$ cat config.mk
export PLATFORM = sky130hd
export DESIGN_NAME = var_len_shifter
export DESIGN_NICKNAME = d
export VERILOG_FILES = /design/src/rtl/var_len_shifter.sv
export SDC_FILE = /design/constraint.sdc
export NUM_CORES = 1
export LEC_CHECK = 0
export BUFFER_PORTS_ARGS = -buffer_cell sky130_fd_sc_hd__buf_4
export CAP_MARGIN = 20
export CORE_AREA = 2 2 95 70
export CTS_BUF_LIST = sky130_fd_sc_hd__clkbuf_8
export CTS_CLUSTER_SIZE = 28
export DETAILED_ROUTE_END_ITERATION = 8
export DIE_AREA = 0 0 97 72
export SLEW_MARGIN = 40
export SYNTH_ARGS = -nofsm -noshare
export SYNTH_HDL_FRONTEND = slang
export SYNTH_SLANG_ARGS = --single-unit
export TNS_END_PERCENT = 50
$ cat constraint.sdc
create_clock -name clk -period 2.8 [get_ports clk]
set_input_delay 0.56 -clock clk [delete_from_list [all_inputs] [get_ports clk]]
set_output_delay 0.56 -clock clk [all_outputs]
set_load 0.005 [all_outputs]
$ cat src/rtl/var_len_shifter.sv
module var_len_shifter #(
  parameter int REG_W  = 16,
  parameter int UNIT_W = 8
) (
  input  logic                      clk,
  input  logic                      rst_n,
  input  logic [$clog2(UNIT_W)-1:0] len_sel,
  input  logic                      dir_tx,
  input  logic                      rx_bit,
  input  logic                      rx_strobe,
  input  logic                      tx_strobe,
  output logic                      tx_bit,
  input  logic                      cpu_wr_en,
  input  logic [REG_W-1:0]          cpu_wr_data,
  output logic [REG_W-1:0]          cpu_rd_data,
  output logic                      unit_done
);
  localparam int CNT_W = $clog2(UNIT_W);
  localparam int LEN_W = CNT_W + 1;

  logic [LEN_W-1:0]  len;
  logic [UNIT_W-1:0] len_mask;
  logic [CNT_W-1:0]  cnt;
  logic [UNIT_W-1:0] rx_sr, rx_next, rx_data, tx_hold;
  logic [CNT_W-1:0]  tx_idx;
  logic              step, last;

  assign len  = (len_sel == '0) ? LEN_W'(UNIT_W) : {1'b0, len_sel};
  assign step = dir_tx ? tx_strobe : rx_strobe;
  assign last = ({1'b0, cnt} == len - LEN_W'(1));

  always_comb
    for (int i = 0; i < UNIT_W; i++)
      len_mask[i] = (i < int'(len));

  assign rx_next     = {rx_sr[UNIT_W-2:0], rx_bit};
  assign tx_idx      = CNT_W'(len - LEN_W'(1) - {1'b0, cnt});
  assign tx_bit      = tx_hold[tx_idx];
  assign cpu_rd_data = {{(REG_W-UNIT_W){1'b0}}, rx_data};

  always_ff @(posedge clk or negedge rst_n) begin
    if (!rst_n) begin
      cnt       <= '0;
      rx_sr     <= '0;
      rx_data   <= '0;
      tx_hold   <= '0;
      unit_done <= 1'b0;
    end else begin
      unit_done <= step && last;
      if (dir_tx && cpu_wr_en) begin
        tx_hold <= cpu_wr_data[UNIT_W-1:0];
        cnt     <= '0;
      end else if (step) begin
        cnt <= last ? '0 : cnt + CNT_W'(1);
      end
      if (!dir_tx && rx_strobe) begin
        rx_sr <= rx_next;
        if (last) rx_data <= rx_next & len_mask;
      end
    end
  end

  assert_done_follows_last_R7: assert property (@(posedge clk) disable iff (!rst_n)
    unit_done |-> $past(step) && ({1'b0, $past(cnt)} == $past(len) - LEN_W'(1)));

  assert_rx_hold_R5: assert property (@(posedge clk) disable iff (!rst_n)
    !unit_done |-> $stable(rx_data));

  assert_rx_high_zero_R3: assert property (@(posedge clk) disable iff (!rst_n)
    (unit_done && !$past(dir_tx)) |-> ((rx_data & ~$past(len_mask)) == '0));

  assert_write_restart_R10: assert property (@(posedge clk) disable iff (!rst_n)
    (dir_tx && cpu_wr_en) |=> (cnt == '0));

  assert_idle_counter_R8: assert property (@(posedge clk) disable iff (!rst_n)
    (!step && !(dir_tx && cpu_wr_en)) |=> $stable(cnt));
endmodule

After elaboration in Yosys (flattened, before gate mapping)

Index checks and enable logic that the tools add are counted.

Add/subtract/negate cells: 3
Equality and inequality tests: 1
Muxes and demuxes: 7
Reduce and logical (&&, ||, !) cells: 7
Magnitude comparators: 9
Bitwise operators: 1

Operators by type and width:

| operator                                                                      | number |
|---|---|
| 3-bit by 4-bit less-than comparator with 1-bit output (first input constant)  | 4 |
| 3-bit 2-to-1 mux                                                              | 3 |
| 8-bit bitwise AND                                                             | 1 |
| 1-bit by 4-bit less-than comparator with 1-bit output (first input constant)  | 2 |
| 2-bit by 4-bit less-than comparator with 1-bit output (first input constant)  | 2 |
| 3-bit by 4-bit equality test with 1-bit output                                | 1 |
| 3-bit by 4-bit less-than comparator with 1-bit output (second input constant) | 1 |
| 4-bit 2-to-1 mux                                                              | 1 |
| 4-bit by 1-bit subtractor with 4-bit output (second input constant)           | 1 |
| 3-bit by 1-bit adder with 3-bit output (second input constant)                | 1 |
| 1-bit binary-select mux with 3-bit select                                     | 1 |
| 1-bit logical AND                                                             | 3 |
| 3-bit zero test                                                               | 1 |
| 3-bit subtractor                                                              | 1 |
| 1-bit 2-to-1 mux                                                              | 2 |
| 2-bit AND reduction                                                           | 1 |
| 2-bit nonzero test                                                            | 1 |
| 1-bit zero test                                                               | 1 |

Flip-flop bits (word level): 27

Logic depth before layout (Yosys ltp)

Word-level depth: 7
Mapped depth: 8
Mapped depth without buffers: 7

Least setup slack after synthesis

OpenSTA, ideal clock, no wires.

Kind: input to output
Start: in len_sel[0]
End: out tx_bit
Slack: 0.151 ns
Path buffers: 1
Arrival: 2.089 ns
Stages on the path: 5
Data required time: 2.240 ns
Cells stage by stage: clkbuf_1 ha_1 fa_1 mux4_2 mux2_1

Word-level cells in the longest chain between the ends: 6

RTL lines:

| item                                          | RTL line | text |
|---|---|---|
| start, declared                               | 7        | `input logic [$clog2(UNIT_W)-1:0] len_sel,` |
| 3-bit zero test                               | 28       | `assign len = (len_sel == '0) ? LEN_W'(UNIT_W) : {1'b0, len_sel};` |
| 4-bit 2-to-1 mux *                            | 28       |  |
| 4-bit by 1-bit subtractor with 4-bit output * | 37       | `assign tx_idx = CNT_W'(len - LEN_W'(1) - {1'b0, cnt});` |
| 3-bit subtractor *                            | 37       |  |
| 1-bit binary-select mux with 3-bit select *   | 38       | `assign tx_bit = tx_hold[tx_idx];` |
| 1-bit 2-to-1 mux (implied by the code) *      | 38       |  |
| end, declared                                 | 12       | `output logic tx_bit,` |

Every way passes the cells marked *; elsewhere a longest branch is shown, timed or not. The select of a mux whose other input is x is not followed.

Worst setup path after layout

Same ends and word-level chain as after synthesis.

==> results.yml <==
floorplanning:
  initial_core_util_pct: 24.52
  coreArea_sq_um: 6036
  die_w_um: 97
  dieArea_sq_um: 6984
  fp-row-count: 24
  ios: 44
  die_y_um: 72
worst_setup_path:
  cp_num_buf_inv: 2
  slowest_delay_ns: 0.56
  cpMaxStageDelayCell: "fa_1"
  worstPathCellList: "buf_4, ha_4, fa_1, mux4_2, mux2_4, buf_6"
  r2r_end: "rx_data[0]"
  timing.rr.start: "cnt[2]"
  worstPathArrival_ns: 2.19
  end_kind: "output port"
  rrSetupSlack_ns: 1.05
  path_class: "primary input to output port"
  cp_data_required_time_ns: 2.24
  worstRegToRegCells: 6
  cp_max_fo: 3
  crit_family: "adder cells"
  startpoint_type: "primary input"
clock_network:
  clock_latency_ns: 0.28
  numCtsBuffers: 3
  ctsLongestPathBuffers: 2
  cts-root-buf: "clkbuf_8"
  path_clk_slew_ns: 0.10
  cts_sinks: 27
  htreeDepth: 1
  cts_tree: "done"
  ctsHoldBuffers: 0
layout:
  stdcell_count: 232
  final_nets: 186
  layout-drive-gt1-share_pct: 45.45
  design_area_sq_um: 1852
  nFillCells: 626
  fin_util_pct: 30.68
  n_antenna_cell: 0
  area_growth_pct: 25.11
global_route:
  use_met3_pct: 2.216
  use_met1_pct: 12.82
  grt_pass1_wl_um: 4850
  first_global_vias: 953
  antenna_found_initial: 0
  grt_overflow: 0
  top_usage_layer: "met2"
  gr-usage-met2_pct: 13.04
  grtUsageTotal_pct: 8.729
  grt_max_degree: 28
power_and_ir_drop:
  p_leak_nw: 0.8365
  worst_ir_drop_vdd_v: 0.0003369
  powerDensity_nw_per_um2: 669.1
status:
  status: "complete, no violations"
yosys:
  ys_ff_latch: 27
  synth_area_leaders: "dfrtp_1, mux2_2, buf_4"
  yosys_warnings: 0
  netlist_area_sq_um: 1480
  ys_types: 37
  synthCells: 123
  yosysSeqAreaShare_pct: 45.65
  yosysTopAreaCell: "dfrtp_1"
  synth_flop_cell: "dfrtp_1"
  netlist_top_cells_count: "dfrtp_1, mux2_2, nand2_1"
  synth_edf_count: 0
  async_flop_share_pct: 100.0
  synth_top_area_share_pct: 45.65
  yosysMostFrequentCell: "dfrtp_1"
  avgSynthCellArea_sq_um: 12.03
drt:
  drt_iter0_drc: 82
  ant_nets: 0
  remaining_drc_errors: 0
  first_pass_iters: 4
  vias: 965
  wl_um: 2842
  wl_per_cell_um: 12.25
  vias_per_cell: 4.159
sta:
  period_needed_ns: 2.751
  max_freq_mhz: 363.5
  whs_ns: 0.1769
  fin_crit_sh_pct: 98.24
  setup_viol: 0
  finalMaxSlewViolations: 0
  hold_viol_final: 0
  rsz0062_at_grt: "false"
  finClkSkew_ns: 0.003680
run:
  maxCapViolCount: 0
placed_design:
  gp_congestion: 0.7554
  place_hpwl_um: 2248
  io_buffers: 27
  dp.cells: 228
  dpl_cell_area_sq_um: 1764
min_path:
  hold_path_class: "primary input to asynchronous set/reset pin"
-- final cells by class --
class | instances | area [sq um] | share of cell area (%)
inverters | 3 | 11.26 | 0.6081
well taps | 78 | 97.59 | 5.270
clock inverters | 1 | 8.758 | 0.4730
repair buffers | 34 | 262.8 | 14.19
clock buffers | 3 | 41.29 | 2.230
multi-input cells | 86 | 753.2 | 40.68
flip-flops and latches | 27 | 676.9 | 36.55
-- sequential cells by signal (all words and copies together), names as in the netlist --
name / cells
tx_hold: 8
rx_sr: 7
unit_done: 1
rx_data: 8
cnt: 3
-- worst reg2reg max path, stage by stage (launching register included) --
cell and delay (ns):
dfrtp_1 0.49, xor2_2 0.21, xor2_2 0.18, buf_4 0.17, nor2_1 0.10, buf_4 0.16, mux2_2 0.33
-- kinds of logic (layout without fill, tap and decap cells) --
family / Yosys count / count (layout) / share of synthesized area (%)
DFF: 27 / 27 / 45.65
AOI/OAI and AO/OA: 22 / 22 / 10.65
xor gates and xnor gates: 3 / 3 / 2.790
adders and majority gates: 5 / 5 / 4.734
other: 1 / 8 / 0.2533
and+or+nand+nor: 23 / 23 / 8.369
muxes: 25 / 25 / 20.37
buffers and inverters: 17 / 41 / 7.184
-- through the flow --
| step | power, W | worst slack, ns | TNS, ns |
|---|---|---|---|
| floorplan | 0.0008099 | 0.1508 | 0 |
| global placement | 0.0009715 | -0.09655 | -0.09655 |
| detailed placement | 0.0009794 | -0.1113 | -0.1113 |
| CTS | 0.001244 | 0.02729 | 0 |
| global route | 0.001337 | 0.007993 | 0 |
| finish | 0.001239 | 0.04917 | 0 |
-- cell usage in the layout (no fill, tap or decap) --
master / instances
nor2_8: 1
buf_4: 32
o21ai_0: 5
nor2b_1: 1
a21o_1: 2
inv_1: 3
nand3b_1: 1
mux2_4: 1
o221a_2: 1
nand3_1: 1
ha_1: 2
dfrtp_2: 1
a21boi_0: 5
o31a_2: 1
conb_1: 8
mux2_2: 20
xor2_2: 2
o31ai_1: 1
o211ai_1: 1
dfrtp_1: 26
and4b_1: 1
mux4_2: 2
a21oi_1: 2
fa_1: 1
buf_6: 2
xnor2_1: 1
a211o_1: 1
o211a_1: 1
nand2_1: 12
nor3_1: 1
a31oi_1: 1
or3_2: 1
inv_6: 1
nor2_1: 3
and2_1: 1
clkbuf_8: 3
o2bb2ai_1: 1
mux2i_1: 2
ha_4: 2
-- power by group --
part           switching (W)  internal, W
Combinational       0.000163     0.000274
Sequential         0.0000712     0.000493
Clock               0.000133     0.000105
-- per-layer routing --
metal | share of wire, % | vias up
met3 | 4.0 | 2
met1 | 53 | 455
met4 | 0.56 | 0
li1 | - | 483
met2 | 42 | 25
met5 | 0 | -
-- worst max-delay path by stage --
stage / from / to / slack [ns] / cells past startpoint
2_1_floorplan: len_sel[0] / tx_bit / 0.15 / 5
3_3_place_gp: len_sel[0] / tx_bit / -0.1 / 6
3_5_place_dp: len_sel[0] / tx_bit / -0.11 / 6
4_1_cts: cnt[0] / tx_bit / 0.03 / 5
5_1_grt: len_sel[0] / tx_bit / 0.008 / 6
6_report: len_sel[0] / tx_bit / 0.05 / 6
-- what timing repair did --
item                       4_1_cts  5_1_grt
pin swaps                        1        2
hold endpoints to repair         0        0
gates resized for setup          4        3
setup buffers                    0        1
setup endpoints to repair        1        1
No activity file was read; power rests on OpenSTA's default activity.
